===== src/rtl/adc_fmt_pkg.sv =====
package adc_fmt_pkg;
  typedef enum logic [1:0] {
    LAYOUT_DUAL   = 2'd0,
    LAYOUT_SINGLE = 2'd1,
    LAYOUT_COMBO  = 2'd2,
    LAYOUT_RSVD   = 2'd3
  } layout_e;
endpackage


===== src/rtl/fmt_frame_timer.sv =====
module fmt_frame_timer #(
  parameter int WORD_W = 16,
  parameter int CNT_W  = $clog2(4 * WORD_W) + 1
) (
  input  logic             clk_i,
  input  logic             rst_ni,
  input  logic             sck_i,
  input  logic             fs_i,
  output logic             fall_o,
  output logic             start_o,
  output logic [CNT_W-1:0] cnt_nxt_o
);
  localparam logic [CNT_W-1:0] CNT_MAX = CNT_W'(4 * WORD_W);

  logic sck_q1, sck_q2, fs_q1, fs_last;
  logic [CNT_W-1:0] cnt_q;

  always_ff @(posedge clk_i or negedge rst_ni) begin
    if (!rst_ni) begin
      sck_q1 <= 1'b0;
      sck_q2 <= 1'b0;
      fs_q1  <= 1'b0;
    end else begin
      sck_q1 <= sck_i;
      sck_q2 <= sck_q1;
      fs_q1  <= fs_i;
    end
  end

  assign fall_o  = sck_q2 & ~sck_q1;
  assign start_o = fall_o & fs_q1 & ~fs_last;

  always_comb begin
    if (start_o)               cnt_nxt_o = '0;
    else if (cnt_q == CNT_MAX) cnt_nxt_o = CNT_MAX;
    else                       cnt_nxt_o = cnt_q + 1'b1;
  end

  // counter parks at CNT_MAX so an idle line stays silent
  always_ff @(posedge clk_i or negedge rst_ni) begin
    if (!rst_ni) begin
      fs_last <= 1'b0;
      cnt_q   <= CNT_MAX;
    end else if (fall_o) begin
      fs_last <= fs_q1;
      cnt_q   <= cnt_nxt_o;
    end
  end

  AST_START_RESTARTS_COUNT: assert property (@(posedge clk_i) disable iff (!rst_ni)
    start_o |=> cnt_q == '0);
endmodule


===== src/rtl/fmt_word_capture.sv =====
module fmt_word_capture
  import adc_fmt_pkg::*;
#(
  parameter int WORD_W = 16,
  parameter int AUX_W  = 12,
  parameter int CNT_W  = $clog2(4 * WORD_W) + 1
) (
  input  logic              clk_i,
  input  logic              rst_ni,
  input  logic              start_i,
  input  logic [WORD_W-1:0] left_i,
  input  logic [WORD_W-1:0] right_i,
  input  logic [AUX_W-1:0]  aux_i,
  input  logic [1:0]        layout_i,
  input  logic [1:0]        ratio_i,
  output logic [WORD_W-1:0] left_o,
  output logic [WORD_W-1:0] right_o,
  output logic [WORD_W-1:0] aux_o,
  output layout_e           layout_o,
  output logic [CNT_W-1:0]  flen_o
);
  localparam int PAD_W = WORD_W - AUX_W;

  function automatic logic [CNT_W-1:0] frame_len(input logic [1:0] sel);
    case (sel)
      2'd0:    return CNT_W'(2 * WORD_W);
      2'd1:    return CNT_W'(3 * WORD_W);
      default: return CNT_W'(4 * WORD_W);
    endcase
  endfunction

  logic [WORD_W-1:0] left_q, right_q, aux_q;
  layout_e           layout_q;
  logic [CNT_W-1:0]  flen_q;
  logic [WORD_W-1:0] aux_pad;

  assign aux_pad = {aux_i, {PAD_W{1'b0}}};

  always_ff @(posedge clk_i or negedge rst_ni) begin
    if (!rst_ni) begin
      left_q   <= '0;
      right_q  <= '0;
      aux_q    <= '0;
      layout_q <= LAYOUT_DUAL;
      flen_q   <= CNT_W'(4 * WORD_W);
    end else if (start_i) begin
      left_q   <= left_i;
      right_q  <= right_i;
      aux_q    <= aux_pad;
      layout_q <= layout_e'(layout_i);
      flen_q   <= frame_len(ratio_i);
    end
  end

  // at frame start the first bit must come from the fresh words
  assign left_o   = start_i ? left_i                : left_q;
  assign right_o  = start_i ? right_i               : right_q;
  assign aux_o    = start_i ? aux_pad               : aux_q;
  assign layout_o = start_i ? layout_e'(layout_i)   : layout_q;
  assign flen_o   = start_i ? frame_len(ratio_i)    : flen_q;

  AST_HELD_WORDS_STABLE: assert property (@(posedge clk_i) disable iff (!rst_ni)
    !start_i |=> $stable(left_q) && $stable(right_q) && $stable(aux_q));
endmodule


===== src/rtl/fmt_bit_select.sv =====
module fmt_bit_select
  import adc_fmt_pkg::*;
#(
  parameter int WORD_W = 16,
  parameter int AUX_W  = 12,
  parameter int CNT_W  = $clog2(4 * WORD_W) + 1
) (
  input  logic              clk_i,
  input  logic              rst_ni,
  input  logic              fall_i,
  input  logic [CNT_W-1:0]  cnt_i,
  input  logic [WORD_W-1:0] left_i,
  input  logic [WORD_W-1:0] right_i,
  input  logic [WORD_W-1:0] aux_i,
  input  layout_e           layout_i,
  input  logic [CNT_W-1:0]  flen_i,
  output logic              sd1_o,
  output logic              sd2_o
);
  localparam int POS_W = $clog2(WORD_W);
  localparam logic [POS_W-1:0] TOP_BIT = POS_W'(WORD_W - 1);

  logic              single, in_frame, in_right, dual_valid;
  logic [CNT_W-1:0]  half, dpos;
  logic [POS_W-1:0]  didx, sidx;
  logic [1:0]        slot;
  logic [WORD_W-1:0] dword, sword;
  logic              d1, d2, s1;
  logic              sd1_q, sd2_q;

  assign single   = (layout_i == LAYOUT_SINGLE);
  assign in_frame = cnt_i < flen_i;
  assign half     = flen_i >> 1;

  // two-line: each half holds one word, zero fill after it
  assign in_right   = cnt_i >= half;
  assign dpos       = in_right ? cnt_i - half : cnt_i;
  assign dual_valid = in_frame && (dpos < CNT_W'(WORD_W));
  assign didx       = TOP_BIT - dpos[POS_W-1:0];
  assign dword      = in_right ? right_i : left_i;
  assign d1         = dual_valid & dword[didx];
  assign d2         = dual_valid & aux_i[didx];

  // one-line: four packed slots, anything past the frame end is dropped
  assign slot = cnt_i[POS_W+1:POS_W];
  assign sidx = TOP_BIT - cnt_i[POS_W-1:0];
  always_comb begin
    case (slot)
      2'd0:    sword = left_i;
      2'd1:    sword = right_i;
      default: sword = aux_i;
    endcase
  end
  assign s1 = in_frame & sword[sidx];

  always_ff @(posedge clk_i or negedge rst_ni) begin
    if (!rst_ni) begin
      sd1_q <= 1'b0;
      sd2_q <= 1'b0;
    end else if (fall_i) begin
      sd1_q <= single ? s1 : d1;
      sd2_q <= single ? 1'b0 : d2;
    end
  end

  assign sd1_o = sd1_q;
  assign sd2_o = sd2_q;

  AST_HOLD_BETWEEN_FALLS: assert property (@(posedge clk_i) disable iff (!rst_ni)
    !fall_i |=> $stable(sd1_q) && $stable(sd2_q));
  AST_AUX_LSB_ZERO: assert property (@(posedge clk_i) disable iff (!rst_ni)
    fall_i && !single && dual_valid && (dpos[POS_W-1:0] >= POS_W'(AUX_W)) |=> !sd2_q);
  AST_DROP_PAST_END: assert property (@(posedge clk_i) disable iff (!rst_ni)
    fall_i && !in_frame |=> !sd1_q && !sd2_q);
endmodule


===== src/rtl/adc_serial_fmt.sv =====
module adc_serial_fmt
  import adc_fmt_pkg::*;
#(
  parameter int WORD_W = 16,
  parameter int AUX_W  = 12
) (
  input  logic              clk_i,
  input  logic              rst_ni,
  input  logic              sck_i,
  input  logic              fs_i,
  input  logic [WORD_W-1:0] left_i,
  input  logic [WORD_W-1:0] right_i,
  input  logic [AUX_W-1:0]  aux_i,
  input  logic [1:0]        layout_i,
  input  logic [1:0]        ratio_i,
  output logic              sd1_o,
  output logic              sd2_o,
  output logic              err_o
);
  localparam int CNT_W = $clog2(4 * WORD_W) + 1;
  localparam logic [CNT_W-1:0] FULL_LEN = CNT_W'(4 * WORD_W);

  logic              fall, start;
  logic [CNT_W-1:0]  cnt_nxt, flen;
  logic [WORD_W-1:0] left_w, right_w, aux_w;
  layout_e           layout;
  logic              err_q;

  fmt_frame_timer #(.WORD_W(WORD_W), .CNT_W(CNT_W)) i_timer (
    .clk_i, .rst_ni, .sck_i, .fs_i,
    .fall_o(fall), .start_o(start), .cnt_nxt_o(cnt_nxt)
  );

  fmt_word_capture #(.WORD_W(WORD_W), .AUX_W(AUX_W), .CNT_W(CNT_W)) i_capture (
    .clk_i, .rst_ni, .start_i(start),
    .left_i, .right_i, .aux_i, .layout_i, .ratio_i,
    .left_o(left_w), .right_o(right_w), .aux_o(aux_w),
    .layout_o(layout), .flen_o(flen)
  );

  fmt_bit_select #(.WORD_W(WORD_W), .AUX_W(AUX_W), .CNT_W(CNT_W)) i_select (
    .clk_i, .rst_ni, .fall_i(fall), .cnt_i(cnt_nxt),
    .left_i(left_w), .right_i(right_w), .aux_i(aux_w),
    .layout_i(layout), .flen_i(flen),
    .sd1_o, .sd2_o
  );

  always_ff @(posedge clk_i or negedge rst_ni) begin
    if (!rst_ni)    err_q <= 1'b0;
    else if (start) err_q <= (layout == LAYOUT_SINGLE) && (flen < FULL_LEN);
  end
  assign err_o = err_q;

  AST_ERR_ONLY_SINGLE: assert property (@(posedge clk_i) disable iff (!rst_ni)
    err_o && !start |-> layout == LAYOUT_SINGLE && flen < FULL_LEN);
  AST_SD2_QUIET_SINGLE: assert property (@(posedge clk_i) disable iff (!rst_ni)
    fall && layout == LAYOUT_SINGLE |=> !sd2_o);
endmodule


===== config.mk =====
export PLATFORM = sky130hd
export DESIGN_NAME = adc_serial_fmt
export DESIGN_NICKNAME = d
export VERILOG_FILES = /design/src/rtl/adc_fmt_pkg.sv /design/src/rtl/fmt_frame_timer.sv /design/src/rtl/fmt_word_capture.sv /design/src/rtl/fmt_bit_select.sv /design/src/rtl/adc_serial_fmt.sv
export SDC_FILE = /design/constraint.sdc
export NUM_CORES = 1
export LEC_CHECK = 0
export BUFFER_PORTS_ARGS = -buffer_cell sky130_fd_sc_hd__buf_2
export CAP_MARGIN = 20
export CORE_MARGIN = 5
export CORE_UTILIZATION = 53
export DETAILED_ROUTE_END_ITERATION = 8
export GPL_TIMING_DRIVEN = 0
export PLACE_DENSITY = 0.89
export REMOVE_ABC_BUFFERS = 1
export SLEW_MARGIN = 40
export SYNTH_ARGS = -nofsm -noshare
export SYNTH_HDL_FRONTEND = slang
export SYNTH_HIERARCHICAL = 1
export SYNTH_SLANG_ARGS = --single-unit

===== constraint.sdc =====
create_clock -name clk_i -period 3.85 [get_ports clk_i]
set_input_delay 0.385 -clock clk_i [delete_from_list [all_inputs] [get_ports clk_i]]
set_output_delay 0.385 -clock clk_i [all_outputs]
set_load 0.1 [all_outputs]

# Word-level counts from Yosys, hierarchy flattened

Index checks and enable logic that the tools add are counted.

Bits in registers: 71
Word-level logic and storage cells: 58

$add $sub $neg: 4
Order comparisons: 6
Equality and inequality tests: 4
Multiplexer cells: 19
Bitwise logic cells: 8
Reduce and logical (&&, ||, !) cells: 4

Operator list:

| kind                                                       | count |
|---|---|
| two-way mux 16 bit                                         | 4 |
| case mux 16 bit (2 select lines)                           | 1 |
| two-way mux 7 bit                                          | 4 |
| case mux 7 bit (2 select lines)                            | 1 |
| binary-select mux 1 bit (select 4 bit)                     | 3 |
| less-than comparator 4 x 5 -> 1 bit, second input constant | 2 |
| subtractor 4 bit, first input constant                     | 2 |
| adder 7 x 1 -> 7 bit, second input constant                | 1 |
| equality test 7 bit, second input constant                 | 1 |
| greater-or-equal comparator 7 x 6 -> 1 bit                 | 1 |
| less-than comparator 7 x 5 -> 1 bit, second input constant | 1 |
| less-than comparator 7 bit                                 | 1 |
| less-than comparator 7 bit, second input constant          | 1 |
| subtractor 7 x 6 -> 7 bit                                  | 1 |
| bitwise AND 1 bit                                          | 6 |
| equality test 2 x 1 -> 1 bit, second input constant        | 3 |
| two-way mux 1 bit                                          | 5 |
| zero test 2 bit                                            | 2 |
| logical AND 1 bit                                          | 2 |
| two-way mux 2 bit                                          | 1 |
| NOT 1 bit                                                  | 2 |

# Depth between registers and ports, before layout

Word-level depth: 12
Gate-level depth with buffers: 17
Depth with buffers taken out: 16

# Hierarchy

The synthesis kept the hierarchy.

Modules (own cells, without submodules):

| module           | times used | cells each | area an instance (um^2) | sequential area each (um^2) |
|---|---|---|---|---|
| fmt_word_capture | 1          | 123        | 2157.1                  | 1427.6 |
| fmt_bit_select   | 1          | 177        | 1582.8                  | 50.0 |
| fmt_frame_timer  | 1          | 61         | 605.6                   | 276.5 |
| adc_serial_fmt   | 1          | 3          | 43.8                    | 25.0 |

# Worst setup path after synthesis

No wires, ideal clock.

Path type: flip-flop to flip-flop
Start point: register i_timer.cnt_q[0]
End point: register i_select.sd1_q, in the netlist i_select/sd1_o
Library setup time: 124 ps
Data arrival time: 3496 ps
Data required time: 3726 ps
Path slack: 230 ps
Stages on the path, launching flop included: 17
Path buffers: 2
Period minus slack after synthesis: 3620 ps
Cells stage by stage: dfrtp_1 -> inv_1 -> ha_1 -> a31o_4 -> nor2_1 -> buf_2 -> inv_1 -> ha_1 -> buf_6 -> nand2b_4 -> a211oi_2 -> o21a_4 -> mux2i_4 -> mux4_2 -> a32oi_1 -> and4_1 -> o31ai_2

Cells in the longest elaborated chain, start to end: 10
Elaborated cells between the ends (all ways): 23
Those cells by class: 4 x add/sub; 3 x order compare; 2 x eq/ne; 10 x mux; 2 x bitwise; 2 x reduce/logical

RTL lines:

| element                                                                                        | RTL line                                     | source |
|---|---|---|
| start, declared                                                                                | fmt_frame_timer.sv:16                        | `logic [CNT_W-1:0] cnt_q;` |
| start signal, assigned                                                                         | fmt_frame_timer.sv:46                        | `cnt_q <= cnt_nxt_o;` |
| adder 7 x 1 -> 7 bit / equality test 7 bit (equally long branches)                             | fmt_frame_timer.sv:36, fmt_frame_timer.sv:35 |  |
| two-way mux 7 bit (*)                                                                          | fmt_frame_timer.sv:35                        | `else if (cnt_q == CNT_MAX) cnt_nxt_o = CNT_MAX;` |
| two-way mux 7 bit (*)                                                                          | fmt_frame_timer.sv:34                        | `if (start_o) cnt_nxt_o = '0;` |
| net cnt_nxt[0]                                                                                 | adc_serial_fmt.sv:24                         | `logic [CNT_W-1:0] cnt_nxt, flen;` |
| subtractor 7 x 6 -> 7 bit / greater-or-equal comparator 7 x 6 -> 1 bit (equally long branches) | fmt_bit_select.sv:37, fmt_bit_select.sv:36   |  |
| two-way mux 7 bit                                                                              | fmt_bit_select.sv:37                         | `assign dpos = in_right ? cnt_i - half : cnt_i;` |
| subtractor 4 bit                                                                               | fmt_bit_select.sv:39                         | `assign didx = TOP_BIT - dpos[POS_W-1:0];` |
| binary-select mux 1 bit (select 4 bit)                                                         | fmt_bit_select.sv:41                         | `assign d1 = dual_valid & dword[didx];` |
| two-way mux 1 bit (implied by the code)                                                        | fmt_bit_select.sv:41                         |  |
| bitwise AND 1 bit                                                                              | fmt_bit_select.sv:41                         |  |
| two-way mux 1 bit (*)                                                                          | fmt_bit_select.sv:61                         | `sd1_q <= single ? s1 : d1;` |
| end signal, assigned                                                                           | fmt_bit_select.sv:61                         |  |
| end, declared                                                                                  | fmt_bit_select.sv:29                         | `logic sd1_q, sd2_q;` |

Mark *: on every way through the listed nets, which the timed path passes. The rest lies on a longest branch. The select of a mux whose other input is x is not followed.
A chain may end at the register's enable or synchronous reset.

# Worst setup path in the final report

Start point: register i_timer.cnt_q[4]
End point: register i_select.sd1_q, in the netlist i_select/sd1_o

Cells in the longest elaborated chain, start to end: 10
Elaborated cells between the ends (all ways): 23
Those cells by class: 4 x add/sub; 3 x order compare; 2 x eq/ne; 10 x mux; 2 x bitwise; 2 x reduce/logical

RTL lines:

| element                                                                                        | RTL line |
|---|---|
| equality test 7 bit (*)                                                                        | fmt_frame_timer.sv:35 |
| two-way mux 7 bit (*)                                                                          | fmt_frame_timer.sv:35 |
| two-way mux 7 bit (*)                                                                          | fmt_frame_timer.sv:34 |
| net cnt_nxt[0]                                                                                 | adc_serial_fmt.sv:24 |
| subtractor 7 x 6 -> 7 bit / greater-or-equal comparator 7 x 6 -> 1 bit (equally long branches) | fmt_bit_select.sv:37, fmt_bit_select.sv:36 |
| two-way mux 7 bit                                                                              | fmt_bit_select.sv:37 |
| subtractor 4 bit                                                                               | fmt_bit_select.sv:39 |
| binary-select mux 1 bit (select 4 bit)                                                         | fmt_bit_select.sv:41 |
| two-way mux 1 bit (implied by the code)                                                        | fmt_bit_select.sv:41 |
| bitwise AND 1 bit                                                                              | fmt_bit_select.sv:41 |
| two-way mux 1 bit (*)                                                                          | fmt_bit_select.sv:61 |

Marked as above.

==> results.py <==
metrics = {
    "worst_setup_path": {
        "critical_path.endpoint_type": "flop",
        "critical_path.cell_chain": "nor4_2 -> a31o_4 -> nor2_4 -> inv_1 -> ha_1 -> inv_1 -> fa_1 -> mux4_2 -> o21ai_0 -> a211oi_1 -> nor3_1 -> o31ai_2",
        "path_buf_inv": 2,
        "cp-start-kind": "flop",
        "path_max_fanout": 9,
        "cp_top_family": "adder cells",
        "path_common_cell": "inv_1",
        "cp_data_required_time_ns": 4.09,
        "r2r-start": "i_timer/cnt_q[4]$_DFFE_PN0N_",
        "cpPeakStageDelay_ns": 0.76,
        "cp-startpoint": "i_timer/cnt_q[4]$_DFFE_PN0N_",
        "crit_type": "reg2reg",
        "critical-path-slowest-cell": "fa_1",
        "critPathArrivalTime_ns": 4.06,
    },
    "global_routing": {
        "overflow": 0,
        "top_usage_layer": "met2",
        "grt_util_met2_pct": 36.4,
        "grt_pass1_wl_um": 17300,
        "grt_antenna_before_repair": 0,
        "met1_usage_pct": 27.6,
        "grt_pass1_vias": 3407,
        "use_met3_pct": 5.95,
        "gr-usage-all-layers_pct": 21.9,
        "grt_max_degree": 42,
    },
    "floorplanning": {
        "num_rows": 33,
        "die_x_um": 101,
        "die-area_um2": 10200,
        "pin_count": 55,
        "coreArea_um2": 8130,
        "initial_core_util_pct": 54.0,
        "die_h_um": 101,
    },
    "yosys": {
        "synth_cell_types": 56,
        "avgSynthCellArea_um2": 12.1,
        "async_reset_ff_share_pct": 100,
        "seq_area_frac_synth_pct": 40.5,
        "ys.warnings.count": 6,
        "yosys_register_bits": 71,
        "synth_ff_type": "dfrtp_1",
        "synth-edff-count": 0,
        "syn_inst": 364,
        "synth_area_um2": 4390,
    },
    "sta": {
        "max_freq_ghz": 0.262,
        "slew-limit-headroom_pct": 61.7,
        "setup_viol": 0,
        "fin_crit_sh_pct": 99.2,
        "fin_crit_ns": 3.82,
        "worst_pin_slew_ns": 0.573,
        "report.final.slew_viol_count": 0,
        "fin_skew_ns": 0.0133,
        "final-hold-violation-count": 0,
    },
    "clock_tree": {
        "cts_tree": "done",
        "clk_path_buf_depth": 2,
        "cts_sinks": 71,
        "clkLatencyLatePin_ns": 0.36,
        "numCtsBuffers": 9,
        "cts.clk_slew.worst_paths_ns": 0.09,
        "cts_root_buffer": "clkbuf_8",
        "htree_levels": 3,
    },
    "finish": {
        "syn_to_final_growth_pct": 20.9,
        "final_cell_mix": "dfrtp_1 (67), buf_2 (53), mux2_2 (39)",
        "nets": 509,
        "layout_commonest_cell": "dfrtp_1",
        "final_util_pct": 65.2,
        "diodes": 0,
        "drive_above_1_share_pct": 47.8,
    },
    "power_and_ir_drop": {
        "power_density_nw_per_um2": 696,
        "irDropWorstVdd_v": 0.000414,
        "p_leak_nw": 2.27,
        "power.total_mw": 3.69,
    },
    "drt": {
        "post_drt_wl_per_cell_um": 20.7,
        "route.detailed.drc": 0,
        "dr.pass1.iters": 6,
        "drt_iter0_markers": 304,
        "antenna_left": 0,
        "drt-total-wl_um": 11400,
        "via_count": 3445,
        "viasPerCell": 6.25,
    },
    "job": {
        "cap_violations": 0,
    },
    "min_path": {
        "hold_start": "fs_i",
        "hold_class": "in2reg",
    },
    "outcome": {
        "status": "complete, no violations",
    },
    "place": {
        "place.gp.congestion": 0.912,
        "io_buffer_count": 54,
        "dp_hpwl_um": 7170,
    },
}
what timing repair did:
| item | 4_1_cts | 5_1_grt |
|---|---|---|
| pin swaps | 5 | 8 |
| hold buffers | 1 | 0 |
| resized for setup | 8 | 27 |
| setup buffers | 8 | 11 |
| endpoints found under the setup margin | 2 | 2 |
| endpoints found under the hold margin | 28 | 0 |
| gates cloned | 1 | 0 |
cells by family after synthesis:
kind of cell	count (synthesis)	synth area share (%)
xor gates and xnor gates	6	1.20
AOI/OAI and AO/OA	58	9.26
buffers and inverters	33	4.39
adders and majority gates	16	4.73
and+or+nand+nor	85	10.8
DFF	71	40.5
muxes	95	29.1
final timing paths:
check,cells after the start,end,slack [ns]
max,12,i_select/sd1_o$_DFFE_PN0P_,0.03
min,1,i_timer/fs_q1$_DFF_PN0_,0.13
max reg2reg,12,i_select/sd1_o$_DFFE_PN0P_,0.03
min reg2reg,0,i_timer/sck_q2$_DFF_PN0_,0.47
max in group asynchronous,3,i_capture/right_q[5]$_DFF_PN0_,2.79
min in group asynchronous,2,i_timer/cnt_q[5]$_DFFE_PN0N_,0.49
layout make-up:
type / count / area [um2]
Fill cell: 548 / 2830
Inverter: 16 / 60.1
Multi-Input combinational cell: 261 / 2630
Clock buffer: 10 / 138
Timing Repair Buffer: 82 / 524
Clock inverter: 6 / 45.0
Sequential cell: 71 / 1780
Tap cell: 105 / 131
report_power, final:
| group | total [mW] | internal (mW) | switching (mW) |
|---|---|---|---|
| clock | 0.552 | 0.253 | 0.299 |
| sequential | 1.00 | 0.916 | 0.0875 |
| combinational | 2.14 | 0.995 | 1.14 |
| total | 3.69 | 2.16 | 1.53 |
Yosys cell counts (2+ instances only):
library cell | count | share of area (%)
mux4_2 | 13 | 6.7
nor2_1 | 18 | 1.5
nand3b_1 | 4 | 0.68
nand4_1 | 2 | 0.29
o32ai_1 | 2 | 0.40
a211oi_1 | 2 | 0.34
o21ai_0 | 18 | 2.1
nand3_1 | 13 | 1.5
or3_1 | 2 | 0.29
mux2_2 | 40 | 10
ha_1 | 15 | 4.3
o31ai_2 | 3 | 0.86
buf_2 | 6 | 0.68
xnor2_1 | 3 | 0.60
mux2i_1 | 21 | 4.8
dfstp_2 | 2 | 1.2
a41oi_1 | 2 | 0.40
a21oi_1 | 12 | 1.4
mux2_4 | 20 | 6.8
clkbuf_1 | 4 | 0.34
nand2b_1 | 6 | 0.86
xor2_1 | 3 | 0.60
o211ai_1 | 2 | 0.34
o21ai_1 | 3 | 0.34
buf_6 | 6 | 1.5
nor2b_1 | 13 | 1.9
dfrtp_1 | 69 | 39
inv_1 | 16 | 1.4
nand2_1 | 14 | 1.2
o2111ai_1 | 2 | 0.40
o2bb2ai_1 | 2 | 0.40
nor3_1 | 2 | 0.23
registers in the layout, summed over array words and instances (netlist names):
register,flops
i_capture/flen_q,7
i_capture/right_q,16
i_capture/left_q,16
i_capture/aux_q,16
i_timer/fs_q1,1
i_select/sd1_o,1
i_timer/sck_q2,1
i_timer/fs_last,1
err_o,1
i_select/sd2_o,1
i_timer/cnt_q,7
i_timer/sck_q1,1
i_capture/layout_q,2
stage by stage:
step / hold WS, ns / setup slack (ns) / TNS, ns / std cells / cell area, um2
floorplan: 0.0894 / -8.64 / -314.31 / 347 / 4260
global placement: 0.378 / -13.06 / -484.22 / 506 / 4660
detailed placement: 0.343 / -0.856 / -1.51 / 516 / 4810
CTS: 0.114 / 0.0119 / 0 / 541 / 5090
global route: 0.110 / -0.104 / -0.155 / 551 / 5310
finish: 0.126 / 0.0292 / 0 / 551 / 5310
layer usage:
metal  routed length (um)  vias to the layer above
li1                     -                     1494
met3                  982                       52
met5                    0                        -
met1                 4350                     1693
met2                 5610                      206
met4                  461                        0
Note: power is estimated with default switching activity, not from simulation.
